## config.mk

```make
export PLATFORM = sky130hd
export DESIGN_NAME = adaptive_write_ctrl
export DESIGN_NICKNAME = d
export VERILOG_FILES = /design/src/rtl/adaptive_write_ctrl.sv
export SDC_FILE = /design/constraint.sdc
export NUM_CORES = 1
export LEC_CHECK = 0
export BUFFER_PORTS_ARGS = -buffer_cell sky130_fd_sc_hd__clkbuf_2
export CORE_AREA = 4 4 167 169
export DETAILED_ROUTE_END_ITERATION = 10
export DIE_AREA = 0 0 171 173
export PLACE_DENSITY = 0.66
export SLEW_MARGIN = 20
export SYNTH_ARGS = -nofsm -noshare
export SYNTH_HDL_FRONTEND = slang
export SYNTH_SLANG_ARGS = --single-unit
```

## constraint.sdc

```tcl
create_clock -name clk -period 3.4 [get_ports clk]
set_input_delay 0.34 -clock clk [delete_from_list [all_inputs] [get_ports clk]]
set_output_delay 0.34 -clock clk [all_outputs]
set_load 0.005 [all_outputs]
```

## src/rtl/adaptive_write_ctrl.sv

```systemverilog
module adaptive_write_ctrl #(
  parameter int WORD_W  = 32,
  parameter int WAYS    = 4,
  parameter int MAX_CYC = 4,
  localparam int ROW_W  = WORD_W * WAYS,
  localparam int SEL_W  = $clog2(WAYS),
  localparam int CNT_W  = $clog2(MAX_CYC + 1)
) (
  input  logic              clk,
  input  logic              rst_n,
  input  logic              req_valid,
  output logic              req_ready,
  input  logic [SEL_W-1:0]  req_sel,
  input  logic [WORD_W-1:0] req_data,
  output logic              wwl_en,
  output logic              rd_strobe,
  output logic              vsel_high,
  output logic [ROW_W-1:0]  bl_drv_en,
  output logic [ROW_W-1:0]  bl_drv_val,
  input  logic [ROW_W-1:0]  rd_data,
  output logic              wr_done,
  output logic              wr_fail,
  output logic [CNT_W-1:0]  cycles_used
);

  logic              busy, first;
  logic [CNT_W-1:0]  cyc;
  logic [SEL_W-1:0]  sel_q;
  logic [WORD_W-1:0] data_q, rd_word;
  logic [ROW_W-1:0]  hold_q, tgt_mask, wr_row;
  logic              match, at_limit;

  always_comb begin
    rd_word  = '0;
    tgt_mask = '0;
    wr_row   = '0;
    for (int i = 0; i < WORD_W; i++) begin
      for (int w = 0; w < WAYS; w++) begin
        tgt_mask[WAYS*i + w] = (sel_q == SEL_W'(w));
        wr_row[WAYS*i + w]   = data_q[i];
        if (sel_q == SEL_W'(w)) rd_word[i] = rd_data[WAYS*i + w];
      end
    end
  end

  assign match      = (rd_word == data_q);
  assign at_limit   = (cyc == CNT_W'(MAX_CYC));
  assign req_ready  = !busy;
  assign wwl_en     = busy;
  assign rd_strobe  = busy;
  assign vsel_high  = busy && !first;
  assign bl_drv_en  = !busy ? '0 : (first ? tgt_mask : '1);
  assign bl_drv_val = (tgt_mask & wr_row) | (~tgt_mask & hold_q);

  always_ff @(posedge clk or negedge rst_n) begin
    if (!rst_n) begin
      busy        <= 1'b0;
      first       <= 1'b0;
      cyc         <= '0;
      sel_q       <= '0;
      data_q      <= '0;
      hold_q      <= '0;
      wr_done     <= 1'b0;
      wr_fail     <= 1'b0;
      cycles_used <= '0;
    end else begin
      wr_done <= 1'b0;
      wr_fail <= 1'b0;
      if (!busy) begin
        if (req_valid) begin
          busy   <= 1'b1;
          first  <= 1'b1;
          cyc    <= CNT_W'(1);
          sel_q  <= req_sel;
          data_q <= req_data;
        end
      end else begin
        first <= 1'b0;
        if (first) hold_q <= rd_data;
        if (match) begin
          busy        <= 1'b0;
          wr_done     <= 1'b1;
          cycles_used <= cyc;
        end else if (at_limit) begin
          busy        <= 1'b0;
          wr_fail     <= 1'b1;
          cycles_used <= cyc;
        end else begin
          cyc <= cyc + CNT_W'(1);
        end
      end
    end
  end


  flags_exclusive_chk: assert property (@(posedge clk) disable iff (!rst_n)
    !(wr_done && wr_fail));


  busy_not_ready_chk: assert property (@(posedge clk) disable iff (!rst_n)
    wwl_en |-> !req_ready);


  wl_release_chk: assert property (@(posedge clk) disable iff (!rst_n)
    $fell(wwl_en) |-> (wr_done || wr_fail));


  first_low_chk: assert property (@(posedge clk) disable iff (!rst_n)
    $rose(wwl_en) |-> !vsel_high);


  later_boost_chk: assert property (@(posedge clk) disable iff (!rst_n)
    (wwl_en && $past(wwl_en) && !$past(wr_done || wr_fail)) |-> vsel_high);


  first_drive_chk: assert property (@(posedge clk) disable iff (!rst_n)
    $rose(wwl_en) |-> ($countones(bl_drv_en) == WORD_W));


  boost_drive_chk: assert property (@(posedge clk) disable iff (!rst_n)
    vsel_high |-> ($countones(bl_drv_en) == ROW_W));


  fail_count_chk: assert property (@(posedge clk) disable iff (!rst_n)
    wr_fail |-> (cycles_used == CNT_W'(MAX_CYC)));

endmodule

```

==> results.cfg <==
[die]
die-height_microns = 173
die_w_microns = 171
fp.dieArea_sq_mm = 0.0296
initial_utilization_pct = 37.9
coreArea_sq_mm = 0.0266
design.portCount = 430
rows = 60

[clock_tree]
clk_pin_slew_worst_paths_ps = 80
clkSinkCount = 172
cts_made_buffers = 17
clock_tree_from_tritoncts = yes
cts.root.buffer_cell = sky130_fd_sc_hd__clkbuf_16
post_cts_setup_repair_buffer_count = 0
cts-resized-gates = 0
clk_latency_ps = 430
h_tree_lvls = 4
clock_path_buffers = 2

[sta]
finalMaxSlewViolations = 0
rsz_0062_raised_after_global_routing = no
fmax_mhz = 317
finalSetupTns_ps = 0
final.period_utilization_pct = 92.7
report.final.hold_viol_count = 0
report.final.setup_viol = 0
final.setup_skew_ps = 14.8
final_period_minus_worst_setup_slack_ps = 3150
worstMarginPinSlew_ps = 758
maxSlewHeadroom_pct = 49.5

[logic_synthesis]
synth_fp_nets = 926
synthXorXnorAreaFrac_pct = 2.78
synthesis.area_per_instance_sq_um = 13.3
post-synth-top-area-cell = sky130_fd_sc_hd__dfrtp_1
synth.ff_latch_count = 172
synth_mux_area_share_pct = 39.7
synth.most_common_cell = sky130_fd_sc_hd__mux2_2
most_used_flip_flop_cell_after_synthesis = sky130_fd_sc_hd__dfrtp_1
synth_top_family_by_area = multiplexers
synth-adder-area-share_pct = 0.248
synthesis.yosys.warnings = 0
count_of_flip_flops_with_a_built_in_enable_after_synthesis = 0
syn_std_cell_area_sq_mm = 0.0101
fraction_of_the_mapped_netlist_area_in_compound_gates_pct = 1.05
synth_simple_gate_area_share_pct = 2.18
synth_sequential_area_ratio_pct = 42.7
synth_common_cells = 290 x sky130_fd_sc_hd__mux2_2, 172 x sky130_fd_sc_hd__dfrtp_1, 125 x sky130_fd_sc_hd__buf_4
synth.lib_cells_used.distinct = 33
postSynth.asyncResetShare_pct = 100
syn-instance-count = 759
synth_largest_type_area_fraction_pct = 42.7
synth.area.top_cells = sky130_fd_sc_hd__dfrtp_1 43%, sky130_fd_sc_hd__mux2_2 32%, sky130_fd_sc_hd__buf_4 9.3%

[place]
dpl.hpwl_microns = 23500
routabilityCongestion = 0.853
port-buffer-count = 429
placement.cell_area_sq_mm = 0.0118

[worst_setup_path]
critical_path_arrival_ps = 3420
worst_ep_required_time_ps = 3670
timing.critical_path.cells = buf_4 > mux4_1 > xnor2_1 > nand4_1 > or4_4 > nor2_1 > a311oi_1
path_max_fanout = 13
worst_setup_sp_type = flip-flop
rrSetupSlack_ps = 250
critical_path.reg2reg.endpoint = cyc[0]$_DFFE_PN0P_
reg2reg_depth = 7
cp_max_delay_cell = sky130_fd_sc_hd__dfrtp_2
timing_worst_setup_path_type = reg -> reg
critPathMaxStageDelay_ps = 650
regToRegStartpoint = sel_q[0]$_DFFE_PN0P_
timing.critical_path.to_type = flip-flop

[layout]
final_net_count = 1233
diodes = 0
fillCellCount = 2468
finalInstanceArea_sq_mm = 0.0125
sequential_cell_area_sq_mm = 0.00431
flow.area_growth_from_synthesis_pct = 23.6
layout-drive-gt1-share_pct = 75.7
total_area_of_multi_input_combinational_cells_sq_mm = 0.00468

[detailed_routing]
total_drc_errors_in_the_routed_layout = 0
via_count = 7355
drt-vias-per-instance = 5.18
finalWirelength_microns = 30700
wl_per_cell_microns = 21.6
detail-route-antenna-nets = 0
detailedRoute.firstPassIterationCount = 4
initialDrtViolationCount = 391

[run]
timing.max_cap.violations = 0

[hold_path]
worstHoldEndpoint = data_q[11]$_DFFE_PN0P_
hold_class = in -> reg
hold_start = req_data[11]
min_delay_path_depth = 2

[power]
power.share.switching_pct = 37.6
p_leak_nw = 5.82
power_report.internal_total_mw = 8.62
vdd_drop_max_uv = 481
p_per_area_mw_per_mm2 = 1110
power.combinational.fraction_pct = 55.8
net_switching_power_mw = 5.19
seq_power_share_pct = 28.8
clock_power_share_pct = 15.5

[status]
run_status = finished clean

[grt]
first_pass_grt_wire_length_microns = 45800
grt_max_degree = 129
first_global_vias = 7602
combined_global_route_utilization_of_all_metal_layers_pct = 20.2
initial_antenna_violation_count = 0
grt-ovfl-total = 0
metrics by stage:
stage | instances | util [%] | power (mW) | setup slack, ps | hold WS, ps
detailed placement | 1387 | 44.5 | 11.8 | 242 | 384
finish | 1420 | 46.9 | 13.8 | 249 | 141
global placement | 1387 | 44.5 | 11.7 | 327 | 391
CTS | 1420 | 46.9 | 14.0 | 199 | 122
global route | 1420 | 46.9 | 14.8 | 18.6 | 121
floorplan | 759 | - | 9.41 | 120 | 44.4
layout by cell type (no fill, tap or decap), types with 2 or more instances in the layout:
master / synthesis / layout
sky130_fd_sc_hd__inv_1: 5 / 5
sky130_fd_sc_hd__nor2_1: 10 / 8
sky130_fd_sc_hd__a21oi_1: 7 / 4
sky130_fd_sc_hd__inv_6: 0 / 3
sky130_fd_sc_hd__or3_1: 2 / 2
sky130_fd_sc_hd__nand2_1: 9 / 7
sky130_fd_sc_hd__a21oi_2: 0 / 3
sky130_fd_sc_hd__buf_4: 125 / 20
sky130_fd_sc_hd__o21ai_0: 2 / 2
sky130_fd_sc_hd__mux4_2: 28 / 28
sky130_fd_sc_hd__xnor2_1: 32 / 32
sky130_fd_sc_hd__clkbuf_2: 0 / 428
sky130_fd_sc_hd__dfrtp_1: 172 / 170
sky130_fd_sc_hd__o211ai_1: 3 / 3
sky130_fd_sc_hd__buf_12: 1 / 4
sky130_fd_sc_hd__nor4_1: 2 / 2
sky130_fd_sc_hd__inv_8: 0 / 2
sky130_fd_sc_hd__dfrtp_2: 0 / 2
sky130_fd_sc_hd__clkbuf_16: 0 / 17
sky130_fd_sc_hd__or4_4: 2 / 2
sky130_fd_sc_hd__ha_1: 2 / 2
sky130_fd_sc_hd__clkinvlp_4: 0 / 3
sky130_fd_sc_hd__nand4_1: 8 / 8
sky130_fd_sc_hd__mux4_1: 4 / 4
sky130_fd_sc_hd__mux2_2: 290 / 290
sky130_fd_sc_hd__nand3_1: 3 / 3
sky130_fd_sc_hd__bufinv_16: 0 / 4
sky130_fd_sc_hd__nand2b_2: 0 / 2
cell families after synthesis:
logic type / Yosys count
AO/OA/AOI/OAI: 17
multiplexers: 322
buffers and inverters: 172
flip-flops: 172
adder cells (fa/ha/maj): 2
XOR/XNOR: 32
AND/OR/NAND/NOR: 42
area by class of cell:
type                       instances  area share (%)
clock buffer                      18            3.44
clock inverter                    14            1.65
inverter                           6           0.181
multi-input combinational        415            37.5
sequential                       172            34.6
tap                              341            3.42
timing repair buffer             454            19.2
critical path: cells and delay by family, from the launching register on:
family | cells | cell delay [ps]
xor gates and xnor gates | 1 | 200
muxes | 1 | 600
and+or+nand+nor | 3 | 1090
AOI/OAI and AO/OA | 1 | 150
DFF | 1 | 650
buffers and inverters | 1 | 290
routing by layer:
metal	GRT usage [%]	routed length, microns	up-vias
met5	0	0	-
met2	34.4	15500	351
met4	8.88	1330	0
li1	-	-	3224
met1	24.4	11900	3714
met3	4.73	2020	66
how the worst max path moves through the flow:
stage                    endpoint  slack, ps                 start
2_1_floorplan      bl_drv_en[102]        120  sel_q[1]$_DFFE_PN0P_
3_3_place_gp   cyc[0]$_DFFE_PN0P_        330  sel_q[0]$_DFFE_PN0P_
3_5_place_dp   cyc[0]$_DFFE_PN0P_        240  sel_q[0]$_DFFE_PN0P_
4_1_cts        cyc[0]$_DFFE_PN0P_        200  sel_q[0]$_DFFE_PN0P_
5_1_grt        cyc[0]$_DFFE_PN0P_         20  sel_q[0]$_DFFE_PN0P_
6_report       cyc[0]$_DFFE_PN0P_        250  sel_q[0]$_DFFE_PN0P_
power groups by stage:
stage / clock, mW / sequential (mW) / combinational (mW)
6_report: 2.13 / 3.97 / 7.70
5_1_grt: 2.26 / 4.14 / 8.37
4_1_cts: 2.17 / 3.97 / 7.85
3_5_place_dp: 0 / 4.01 / 7.82
3_3_place_gp: 0 / 3.95 / 7.75
2_1_floorplan: 0 / 3.60 / 5.80
registers in the layout, indices dropped and copies added, names as in the netlist:
| signal | flops |
|---|---|
| hold_q | 128 |
| data_q | 32 |
| cyc | 3 |
| cycles_used | 3 |
| sel_q | 2 |
| first | 1 |
| rd_strobe | 1 |
| wr_done | 1 |
| wr_fail | 1 |
timing repair:
action / 4_1_cts / 5_1_grt
hold endpoints to repair: 64 / 0
hold buffers: 1 / 0
setup endpoints to repair: 0 / 0
Power figures use the tool's default switching activity.
